==> config.mk <==
export PLATFORM = sky130hd
export DESIGN_NAME = voq_credit_sched
export DESIGN_NICKNAME = d
export VERILOG_FILES = /design/src/rtl/voq_pkg.sv /design/src/rtl/voq_fifo.sv /design/src/rtl/rr_arbiter.sv /design/src/rtl/voq_credit_sched.sv
export SDC_FILE = /design/constraint.sdc
export NUM_CORES = 1
export LEC_CHECK = 0
export ABC_AREA = 1
export CELL_PAD_IN_SITES_DETAIL_PLACEMENT = 1
export CELL_PAD_IN_SITES_GLOBAL_PLACEMENT = 1
export CORE_UTILIZATION = 34
export DETAILED_ROUTE_END_ITERATION = 16
export PLACE_DENSITY = 0.63
export SYNTH_ARGS = -nofsm -noshare
export SYNTH_HDL_FRONTEND = slang
export SYNTH_SLANG_ARGS = --single-unit
==> constraint.sdc <==
create_clock -name clk -period 4.8 [get_ports clk]
set_input_delay 0.48 -clock clk [delete_from_list [all_inputs] [get_ports clk]]
set_output_delay 0.48 -clock clk [all_outputs]
set_load 0.01 [all_outputs]
==> src/rtl/voq_pkg.sv <==
package voq_pkg;

  // Next candidate index of a rotating search over n slots.
  function automatic int rr_index(int base, int step, int n);
    return (base + step) % n;
  endfunction

  // A credit may be issued while free slots exceed credits already in flight.
  function automatic logic room_for_credit(int depth, int used, int in_flight);
    return (depth - used) > in_flight;
  endfunction

  // Flat position of an (ingress, egress) pair.
  function automatic int pair_pos(int src, int dst, int n_in);
    return dst * n_in + src;
  endfunction

endpackage

==> src/rtl/voq_fifo.sv <==
module voq_fifo #(
  parameter int W     = 8,
  parameter int DEPTH = 4,
  localparam int AW   = (DEPTH > 1) ? $clog2(DEPTH) : 1,
  localparam int CW   = $clog2(DEPTH + 1)
) (
  input  logic          clk,
  input  logic          rst_n,
  input  logic          push,
  input  logic [W-1:0]  din,
  input  logic          pop,
  output logic [W-1:0]  dout,
  output logic [CW-1:0] cnt,
  output logic          full,
  output logic          empty
);
  logic [W-1:0]  mem [DEPTH];
  logic [AW-1:0] wp, rp;
  logic          push_e, pop_e;

  assign full   = (cnt == CW'(DEPTH));
  assign empty  = (cnt == '0);
  assign push_e = push && !full;
  assign pop_e  = pop && !empty;
  assign dout   = mem[rp];

  function automatic logic [AW-1:0] bump(logic [AW-1:0] p);
    return (p == AW'(DEPTH - 1)) ? '0 : p + 1'b1;
  endfunction

  always_ff @(posedge clk) begin
    if (!rst_n) begin
      wp  <= '0;
      rp  <= '0;
      cnt <= '0;
    end else begin
      if (push_e) wp <= bump(wp);
      if (pop_e)  rp <= bump(rp);
      cnt <= cnt + CW'(push_e) - CW'(pop_e);
    end
  end

  always_ff @(posedge clk) begin
    if (push_e) mem[wp] <= din;
  end

  // writers must never push into a full queue
  p_no_overflow_r3: assert property (@(posedge clk) disable iff (!rst_n)
    push |-> !full);

endmodule

==> src/rtl/rr_arbiter.sv <==
module rr_arbiter #(
  parameter int N   = 4,
  localparam int PW = (N > 1) ? $clog2(N) : 1
) (
  input  logic         clk,
  input  logic         rst_n,
  input  logic [N-1:0] req,
  input  logic         adv,
  output logic [N-1:0] gnt
);
  import voq_pkg::*;

  logic [PW-1:0] last_q;
  logic [PW-1:0] sel;
  logic          found;

  always_comb begin
    gnt   = '0;
    sel   = last_q;
    found = 1'b0;
    for (int k = 1; k <= N; k++) begin
      if (!found && req[PW'(rr_index(int'(last_q), k, N))]) begin
        gnt[PW'(rr_index(int'(last_q), k, N))] = 1'b1;
        sel   = PW'(rr_index(int'(last_q), k, N));
        found = 1'b1;
      end
    end
  end

  always_ff @(posedge clk) begin
    if (!rst_n)              last_q <= PW'(N - 1);
    else if (adv && found)   last_q <= sel;
  end

  // a single winner per cycle
  p_one_winner_r5: assert property (@(posedge clk) disable iff (!rst_n)
    $onehot0(gnt));
  // the winner is always a requester, and some requester always wins
  p_winner_requested_r6: assert property (@(posedge clk) disable iff (!rst_n)
    (gnt & ~req) == '0);
  p_no_idle_winner_r6: assert property (@(posedge clk) disable iff (!rst_n)
    (|req) |-> (|gnt));

endmodule

==> src/rtl/voq_credit_sched.sv <==
module voq_credit_sched #(
  parameter int N_IN      = 4,
  parameter int N_OUT     = 4,
  parameter int VOQ_DEPTH = 4,
  parameter int OQ_DEPTH  = 4,
  parameter int LEN_W     = 8,
  localparam int IW  = (N_IN > 1) ? $clog2(N_IN) : 1,
  localparam int OW  = (N_OUT > 1) ? $clog2(N_OUT) : 1,
  localparam int NP  = N_IN * N_OUT,
  localparam int VCW = $clog2(VOQ_DEPTH + 1),
  localparam int OCW = $clog2(OQ_DEPTH + 1)
) (
  input  logic                   clk,
  input  logic                   rst_n,
  input  logic                   enq_valid,
  input  logic [IW-1:0]          enq_src,
  input  logic [OW-1:0]          enq_dst,
  input  logic [LEN_W-1:0]       enq_len,
  output logic                   enq_ready,
  output logic [NP-1:0]          crd_req,
  output logic [NP-1:0]          crd_gnt,
  output logic [N_OUT-1:0]       xb_valid,
  output logic [N_OUT*IW-1:0]    xb_src,
  output logic [N_OUT*LEN_W-1:0] xb_len,
  input  logic [N_OUT-1:0]       oq_deq,
  output logic [N_OUT-1:0]       oq_valid,
  output logic [N_OUT*IW-1:0]    oq_src,
  output logic [N_OUT*LEN_W-1:0] oq_len
);
  import voq_pkg::*;

  // Pair-indexed state, bit p = dst*N_IN + src
  logic [NP-1:0]    voq_push, voq_full, voq_empty;
  logic [LEN_W-1:0] voq_head [NP];
  logic [VCW-1:0]   voq_cnt  [NP];
  logic [NP-1:0]    cred_q;      // credit held, descriptor crosses this cycle
  logic [NP-1:0]    req;         // pair queue wants a credit
  logic [NP-1:0]    ogrant;      // egress-side grant
  logic [NP-1:0]    accept;      // ingress-side acceptance, becomes a credit
  // Transposed views, bit t = src*N_OUT + dst
  logic [NP-1:0]    ogrant_t, accept_t;

  logic [N_OUT-1:0] room;
  logic [N_OUT-1:0] oq_full, oq_empty;
  logic [OCW-1:0]   oq_cnt [N_OUT];

  // ---------------- pair queues ----------------
  generate
    for (genvar o = 0; o < N_OUT; o++) begin : g_dst
      for (genvar i = 0; i < N_IN; i++) begin : g_src
        localparam int P = o * N_IN + i;

        assign voq_push[P] = enq_valid && (enq_src == IW'(i)) &&
                             (enq_dst == OW'(o)) && !voq_full[P];
        assign req[P]      = voq_cnt[P] > VCW'(cred_q[P]);
        assign ogrant_t[i*N_OUT+o] = ogrant[P];
        assign accept[P]           = accept_t[i*N_OUT+o];

        voq_fifo #(.W(LEN_W), .DEPTH(VOQ_DEPTH)) u_voq (
          .clk   (clk),
          .rst_n (rst_n),
          .push  (voq_push[P]),
          .din   (enq_len),
          .pop   (cred_q[P]),
          .dout  (voq_head[P]),
          .cnt   (voq_cnt[P]),
          .full  (voq_full[P]),
          .empty (voq_empty[P])
        );

        // a pending request stays up until it is turned into a credit
        p_req_held_r2: assert property (@(posedge clk) disable iff (!rst_n)
          (req[P] && !accept[P]) |=> req[P]);
        // a credited queue always has a descriptor to send
        p_credit_covers_head_r4: assert property (@(posedge clk) disable iff (!rst_n)
          cred_q[P] |-> !voq_empty[P]);
      end
    end
  endgenerate

  always_comb begin
    enq_ready = 1'b0;
    for (int p = 0; p < NP; p++) begin
      if (enq_src == IW'(p % N_IN) && enq_dst == OW'(p / N_IN))
        enq_ready = !voq_full[p];
    end
  end

  // ---------------- egress grant stage ----------------
  generate
    for (genvar o = 0; o < N_OUT; o++) begin : g_grant
      logic [N_IN-1:0] col_req;

      assign room[o]  = room_for_credit(OQ_DEPTH, int'(oq_cnt[o]),
                                        $countones(cred_q[o*N_IN +: N_IN]));
      assign col_req  = req[o*N_IN +: N_IN] & {N_IN{room[o]}};

      rr_arbiter #(.N(N_IN)) u_out_arb (
        .clk   (clk),
        .rst_n (rst_n),
        .req   (col_req),
        .adv   (|accept[o*N_IN +: N_IN]),
        .gnt   (ogrant[o*N_IN +: N_IN])
      );

      // one credit per destination per cycle
      p_one_credit_per_dst_r5: assert property (@(posedge clk) disable iff (!rst_n)
        $onehot0(accept[o*N_IN +: N_IN]));
    end
  endgenerate

  // ---------------- ingress accept stage ----------------
  generate
    for (genvar i = 0; i < N_IN; i++) begin : g_accept
      rr_arbiter #(.N(N_OUT)) u_in_arb (
        .clk   (clk),
        .rst_n (rst_n),
        .req   (ogrant_t[i*N_OUT +: N_OUT]),
        .adv   (|ogrant_t[i*N_OUT +: N_OUT]),
        .gnt   (accept_t[i*N_OUT +: N_OUT])
      );
    end
  endgenerate

  always_ff @(posedge clk) begin
    if (!rst_n) cred_q <= '0;
    else        cred_q <= accept;
  end

  assign crd_req = req;
  assign crd_gnt = accept;

  // ---------------- crossbar and output queues ----------------
  generate
    for (genvar o = 0; o < N_OUT; o++) begin : g_oq
      logic [IW-1:0]    sel_src;
      logic [LEN_W-1:0] sel_len;

      always_comb begin
        sel_src = '0;
        sel_len = '0;
        for (int i = 0; i < N_IN; i++) begin
          if (cred_q[o*N_IN + i]) begin
            sel_src = IW'(i);
            sel_len = voq_head[o*N_IN + i];
          end
        end
      end

      assign xb_valid[o]               = |cred_q[o*N_IN +: N_IN];
      assign xb_src[o*IW +: IW]        = sel_src;
      assign xb_len[o*LEN_W +: LEN_W]  = sel_len;
      assign oq_valid[o]               = !oq_empty[o];

      voq_fifo #(.W(IW + LEN_W), .DEPTH(OQ_DEPTH)) u_oq (
        .clk   (clk),
        .rst_n (rst_n),
        .push  (xb_valid[o]),
        .din   ({sel_src, sel_len}),
        .pop   (oq_deq[o]),
        .dout  ({oq_src[o*IW +: IW], oq_len[o*LEN_W +: LEN_W]}),
        .cnt   (oq_cnt[o]),
        .full  (oq_full[o]),
        .empty (oq_empty[o])
      );

      // reservation means a crossing descriptor always finds a slot
      p_oq_has_slot_r3: assert property (@(posedge clk) disable iff (!rst_n)
        xb_valid[o] |-> !oq_full[o]);
      // every crossing follows a credit issued in the previous cycle
      p_xfer_after_credit_r4: assert property (@(posedge clk) disable iff (!rst_n)
        xb_valid[o] |-> $past(|accept[o*N_IN +: N_IN]));
    end
  endgenerate

endmodule

### After elaboration in Yosys (flattened, before gate mapping)

Memory sizes are Yosys's and may differ from the RTL's. A register that Yosys moved wholly into a read port is not among the register bits.
Index checks and enable logic that the tools add are counted.

| word-level totals | value |
|---|---|
| register bits after elaboration | 172 |
| memory bits (writable) | 672 |
| input bits | 19 |
| output and inout bits | 121 |
| word-level logic and storage cells | 1,085 |
| memories kept | 20 |

| operators by class | value |
|---|---|
| add/sub/neg operators | 128 |
| $lt $le $gt $ge | 84 |
| equal/unequal tests | 66 |
| mux-type cells | 420 |
| bitwise operators | 28 |
| reduce and logical (&&, ||, !) cells | 270 |

Memory list:

| memory | depth | width | read ports | clocked after Yosys merged registers in | wr ports | line | text |
|---|---|---|---|---|---|---|---|
| g_oq[0].u_oq.mem | 4 | 10 | 1 | 1 | 1 | voq_fifo.sv:17 | `logic [W-1:0] mem [DEPTH];` |
| g_oq[1].u_oq.mem | 4 | 10 | 1 | 1 | 1 | voq_fifo.sv:17 |  |
| g_oq[2].u_oq.mem | 4 | 10 | 1 | 1 | 1 | voq_fifo.sv:17 |  |
| g_oq[3].u_oq.mem | 4 | 10 | 1 | 1 | 1 | voq_fifo.sv:17 |  |
| g_dst[0].g_src[0].u_voq.mem | 4 | 8 | 1 | 1 | 1 | voq_fifo.sv:17 |  |
| g_dst[0].g_src[1].u_voq.mem | 4 | 8 | 1 | 1 | 1 | voq_fifo.sv:17 |  |
| +14 memories | n/a | n/a | n/a | n/a | n/a | n/a |  |

Operators with widths:

| cell | count |
|---|---|
| 2-bit 2-to-1 mux | 120 |
| 1-bit 2-to-1 mux | 188 |
| 1-bit logical AND | 156 |
| 2-bit by 4-bit less-than comparator with 1-bit output, second input constant | 32 |
| 4-bit 2-to-1 mux | 32 |
| 8-bit 2-to-1 mux | 16 |
| 2-bit by 1-bit adder with 2-bit output, second input constant | 56 |
| 4-bit OR | 24 |
| 2-bit == test, second input constant | 44 |
| 1-bit binary-select mux with 2-bit select | 32 |
| 1-bit demux with 2-bit select | 32 |
| 2-bit by 1-bit >= comparator with 1-bit output, second input constant | 32 |
| 1-bit zero test | 64 |
| 3-bit by 1-bit adder with 3-bit output | 20 |
| 3-bit == test, second input constant | 20 |
| 3-bit zero test | 20 |
| 3-bit by 1-bit subtractor with 3-bit output | 20 |
| 3-bit by 1-bit > comparator with 1-bit output | 16 |
| 4-bit OR reduction | 12 |
| 2-bit adder, second input constant | 16 |
| 4-bit nonzero test | 8 |
| 1-bit by 1-bit adder with 2-bit output | 8 |
| 4-bit bitwise AND | 4 |
| 4-bit > comparator | 4 |
| 5 further kinds | 20 |

### Depth between registers and ports, before layout

| logic depth | value |
|---|---|
| depth after elaboration | 33 |
| gate-level depth with buffers | 31 |
| depth with buffers taken out | 31 |

### Cells and area by module

Synthesis repeated with hierarchy kept, for this count alone.

| unflattened totals | value |
|---|---|
| cells, all modules | 4,202 |
| area, all modules | 42,582.1 µm² |

By module, submodules not included:

| module | instances | cells each | area an instance (µm²) | sequential area each (µm²) |
|---|---|---|---|---|
| voq_fifo (g_dst[0].g_src[0].u_voq ...) | 10 | 142 | 1,682.9 | 1,141.1 |
| voq_fifo (g_dst[0].g_src[1].u_voq ...) | 5 | 147 | 1,696.6 | 1,141.1 |
| voq_fifo (g_oq[1].u_oq ...) | 3 | 163 | 1,970.6 | 1,381.3 |
| rr_arbiter (g_accept[0].u_in_arb ...) | 7 | 87 | 556.8 | 40.0 |
| voq_credit_sched | 1 | 558 | 3,225.6 | 320.3 |
| voq_fifo (g_oq[0].u_oq) | 1 | 163 | 1,985.7 | 1,381.3 |
| voq_fifo (g_dst[3].g_src[3].u_voq) | 1 | 142 | 1,690.4 | 1,141.1 |
| rr_arbiter (g_grant[3].u_out_arb) | 1 | 86 | 559.3 | 40.0 |

### Worst setup path before layout

OpenSTA, ideal clock, no wires.

| timing | value |
|---|---|
| kind | register to output |
| start point | reg cred_q[11] |
| end point | out crd_gnt[7] |
| data arrival time | 3,276 ps |
| required time | 4,320 ps |
| slack | 1,044 ps |
| stages on the path, launching flop included | 24 |
| path buffers | 0 |
| cell sequence | dfxtp_1 fa_1 ha_1 ha_1 inv_1 ha_1 nand2_1 nand2_1 nand2_1 nand2_4 nand3_1 nand2_1 nand2_1 nand3_2 nand3_2 nor2_1 nor2_1 nand3_1 nand3_1 nand2_4 nor2_4 and2_4 nand3_2 nand2_2 |

| on the way | value |
|---|---|
| longest elaborated chain between the ends | 30 |
| elaborated cells on any way between the ends | 61 |
| those cells by class | add/sub: 2; order compare: 2; mux: 38; bitwise: 7; reduce/logical: 12 |

RTL lines:

| item | line | text |
|---|---|---|
| start: declaration | voq_credit_sched.sv:36 | `logic [NP-1:0] cred_q;` |
| start signal: assignment | voq_credit_sched.sv:127 | `else cred_q <= accept;` |
| 1-bit by 1-bit adder with 2-bit output | voq_credit_sched.sv:95 | `$countones(cred_q[o*N_IN +: N_IN]));` |
| 2-bit by 2-bit adder with 3-bit output | voq_credit_sched.sv:95 |  |
| 4-bit > comparator | voq_pkg.sv:10 | `return (depth - used) > in_flight;` |
| 4-bit bitwise AND (*) | voq_credit_sched.sv:96 | `assign col_req = req[o*N_IN +: N_IN] & {N_IN{room[o]}};` |
| 1-bit binary-select mux with 2-bit select | rr_arbiter.sv:22 | `if (!found && req[PW'(rr_index(int'(last_q), k, N))]) begin` |
| 1-bit 2-to-1 mux (not written as such) (2 in series) | rr_arbiter.sv:22 |  |
| 1-bit 2-to-1 mux | rr_arbiter.sv:22 |  |
| 1-bit zero test | rr_arbiter.sv:22 |  |
| [13 not listed] | n/a |  |
| 1-bit logical AND | rr_arbiter.sv:22 |  |
| 1-bit 2-to-1 mux | rr_arbiter.sv:22 |  |
| 1-bit zero test | rr_arbiter.sv:22 |  |
| 1-bit logical AND | rr_arbiter.sv:22 |  |
| 1-bit 2-to-1 mux | rr_arbiter.sv:22 |  |
| 1-bit zero test | rr_arbiter.sv:22 |  |
| 1-bit logical AND | rr_arbiter.sv:22 |  |
| 4-bit 2-to-1 mux (*) | rr_arbiter.sv:22 |  |
| end: declaration | voq_credit_sched.sv:21 | `output logic [NP-1:0] crd_gnt,` |

Mark *: on every way between the ends. The rest lies on a longest branch, timed or not. The select of a mux whose other input is x is not followed.

### Worst setup path after layout

| timing | value |
|---|---|
| start point | reg cred_q[13] |
| end point | out crd_gnt[15] |

The elaborated chain is that of the path after synthesis.

==> results.sh <==
export IMPL_syn_inst=3916
export IMPL_outcome="finished, violations left"
export IMPL_synth_warning_count=0
export IMPL_grt_pass1_wl_um=180000
export IMPL_crit_chain="fa_1 > ha_2 > ha_4 > inv_2 > ha_4 > nand2_2 > nand2_2 > nand2_4 > nand2_4 > nand4_1 > nand3_2 > nand2_4 > nand2_4 > nor2_4 > nand3b_1 > nand3_2 > nand3_2 > nand2_4 > buf_6 > nand3_2 > nand2_1 > nand3b_1 > buf_2"
export IMPL_dp_slack_ns=-0.0252
export IMPL_vias=29700
export IMPL_yosys_mux_area_fraction_pct=0
export IMPL_synth_compound_area_share_pct=11.2
export IMPL_hpwl_um=78100
export IMPL_fin_skew_ns=0.0282
export IMPL_gp_congestion=0.835
export IMPL_syn_area_um2=41300
export IMPL_hold_path_class="in -> reg"
export IMPL_vias_per_cell=5.03
export IMPL_gr_total_overflow=0
export IMPL_min_period_ns=4.91
export IMPL_placed_area_um2=44800
export IMPL_async_flop_share_pct=0
export IMPL_clkLatencyLatePin_ns=0.70
export IMPL_syn2layout_area_growth_pct=22.2
export IMPL_most_common_layout_cells="edfxtp_1 (672), nor2_1 (635), inv_1 (407)"
export IMPL_ys_seq_elements=884
export IMPL_startpoint_type="flip-flop"
export IMPL_antenna_found_initial=8
export IMPL_finalCritPeriodShare_pct=102
export IMPL_dr_pass1_iters=5
export IMPL_leakagePower_uw=0.0193
export IMPL_maxSlewHeadroom_pct=23.5
export IMPL_drcViolationCount=0
export IMPL_cts_max_path_buffers=3
export IMPL_ys_types=48
export IMPL_grt_max_degree=65
export IMPL_synth_edf_count=672
export IMPL_num_io_pins=140
export IMPL_setup_viol=15
export IMPL_rsz0062_at_grt="true"
export IMPL_max_vdd_ir_drop_mv=0.672
export IMPL_grt_pass1_vias=30700
export IMPL_cp_end_kind="primary output"
export IMPL_coreArea_um2=120000
export IMPL_syn_num_nets=4237
export IMPL_cp_slowest_cell="fa_1"
export IMPL_rows=127
export IMPL_synth_top_family_by_area="simple AND/OR/NAND/NOR gates"
export IMPL_diodes=0
export IMPL_synthFlopType="edfxtp_1"
export IMPL_wirelength_um=118000
export IMPL_synth_simple_area_share_pct=14.3
export IMPL_die_h_um=351
export IMPL_required_ns=4.32
export IMPL_die_w_um=351
export IMPL_cp_max_fo=8
export IMPL_cts_sinks=884
export IMPL_worstPathArrival_ns=4.43
export IMPL_power_density_nw_per_um2=572
export IMPL_synthXorXnorAreaFrac_pct=0.424
export IMPL_crit_type="reg -> out"
export IMPL_initial_core_util_pct=34.4
export IMPL_tightest_slew_ns=1.15
export IMPL_layout_commonest_cell="edfxtp_1"
export IMPL_max_stage_delay_ns=0.48
export IMPL_gr_usage_all_layers_pct=18.9
export IMPL_fin_area_um2=50500
export IMPL_drive_gt1_share_pct=16.7
export IMPL_cts_tree="built"
export IMPL_finalHoldViolations=0
export IMPL_wl_per_cell_um=20.0
export IMPL_violations="negative setup slack"
export IMPL_crit_top_cell="nand2_4"
export IMPL_max_clock_freq_ghz=0.203
export IMPL_cts_root_buf="clkbuf_16"
export IMPL_design_die_area_um2=123000
export IMPL_drt_first_iter_violations=2118
export IMPL_syn_area_per_cell_um2=10.5
export IMPL_clkTransAtPathRegs_ns=0.06
export IMPL_setup_ws_ns=-0.114
export IMPL_nets=4522
export IMPL_htreeDepth=3
export IMPL_portBuffers=139
export IMPL_cap_violations=0
export IMPL_final_max_slew_viol_count=0
export IMPL_cts_buffers=98
export IMPL_synth_seq_area_share_pct=59.1
export IMPL_antenna_left=0
export IMPL_synthAdderAreaFrac_pct=9.58
critical path, delay by kind of cell (launching register included):
kind,cells,cell delay (ns)
AND/OR/NAND/NOR,16,1.92
adder cells (fa/ha/maj),4,1.17
flip-flops,1,0.34
buffers and inverters,3,0.32
routing by layer:
metal	part of all wire (%)	track usage, %
met5	0	0
met4	2.1	5.36
met3	4.2	2.68
met2	48	31.5
met1	46	25.5
timing repair:
item,in CTS,in global routing
hold buffers,1,0
gates resized for setup,293,158
setup endpoints to repair,16,19
setup buffers,57,31
gates cloned,4,2
pin swaps,136,140
hold endpoints to repair,1,0
cells in the mapped netlist (3+ instances only):
master	instances	area (µm²)
xnor2_1	16	140
inv_2	35	131
nand4_1	53	332
nor2_2	12	75.1
o32ai_1	96	841
xor2_1	4	35.0
buf_4	4	30.0
inv_4	3	18.8
inv_1	415	1560
a211oi_1	20	150
o311ai_0	14	123
o211a_1	20	200
nor2_4	8	90.1
nand2_2	25	156
a31oi_1	30	188
a21oi_2	3	26.3
o21ai_0	370	1850
clkinv_1	5	18.8
a21oi_1	105	526
clkbuf_1	114	428
edfxtp_1	672	20200
nand3_1	172	861
fa_1	24	480
nand2_1	397	1490
dfxtp_1	212	4240
buf_2	3	15.0
nand2_4	8	90.1
o22ai_1	62	388
and2_4	3	26.3
a21boi_0	4	30.0
a21boi_2	6	67.6
nor2_1	663	2490
o21ai_1	6	30.0
ha_1	278	3480
o21a_1	3	22.5
a221oi_1	16	140
nand3_2	19	190
path summary, 6_finish.rpt:
check	slack, ns	cells after the start	end	start
setup reg to reg	0.14	27	cred_q[13]	cred_q[0]
setup / recovery	-0.11	23	crd_gnt[15]	cred_q[13]
hold reg to reg	0.51	2	g_oq[1].u_oq.rp[1]	g_oq[1].u_oq.rp[1]
hold / removal	0.30	3	g_dst[3].g_src[1].u_voq.cnt[0]	rst_n
through the flow:
| step | power, µW | setup TNS, ns | util (%) | hold slack, ns | instances |
|---|---|---|---|---|---|
| after floorplan | 14900 | 0 | - | 0.482 | 3916 |
| after global placement | 18800 | 0 | 37.3 | 0.500 | 5622 |
| after detailed placement | 19000 | -0.0277 | 37.3 | 0.508 | 5622 |
| after CTS | 28000 | -0.781 | 41.2 | 0.259 | 5869 |
| after global routing | 30400 | -4.08 | 42.0 | 0.291 | 5899 |
| final | 28900 | -1.14 | 42.0 | 0.303 | 5899 |
layout make-up:
type,instances,area (µm²)
clock buffer,134,2730
fill,13200,69700
inverter,458,1750
timing repair inverter,2,11.3
multi-input combinational,2455,16200
timing repair buffer,302,2750
tap,1612,2020
sequential,884,24400
clock inverter,52,539
cells by family (layout without fill, tap and decap cells):
group | count (synthesis) | after routing
AO/OA/AOI/OAI | 759 | 759
buffers and inverters | 581 | 948
XOR/XNOR | 20 | 20
flip-flops | 884 | 884
adder cells (fa/ha/maj) | 302 | 302
AND/OR/NAND/NOR | 1370 | 1374
power breakdown:
group | internal (µW) | switching (µW) | leakage [µW] | total [µW]
Clock | 4400 | 3230 | 0.00161 | 7620
Combinational | 4670 | 7000 | 0.00985 | 11700
Sequential | 9070 | 480 | 0.00782 | 9550
registers in the layout, summed over array words and instances, names as in the netlist, 12 cells and up, named ones only:
name / cells
cred_q: 16
g_dst.g_src.u_voq.cnt: 48
g_dst.g_src.u_voq.mem: 512
g_dst.g_src.u_voq.rp: 32
g_dst.g_src.u_voq.wp: 32
g_oq.u_oq.cnt: 12
g_oq.u_oq.mem: 160
Power figures use the tool's default switching activity.
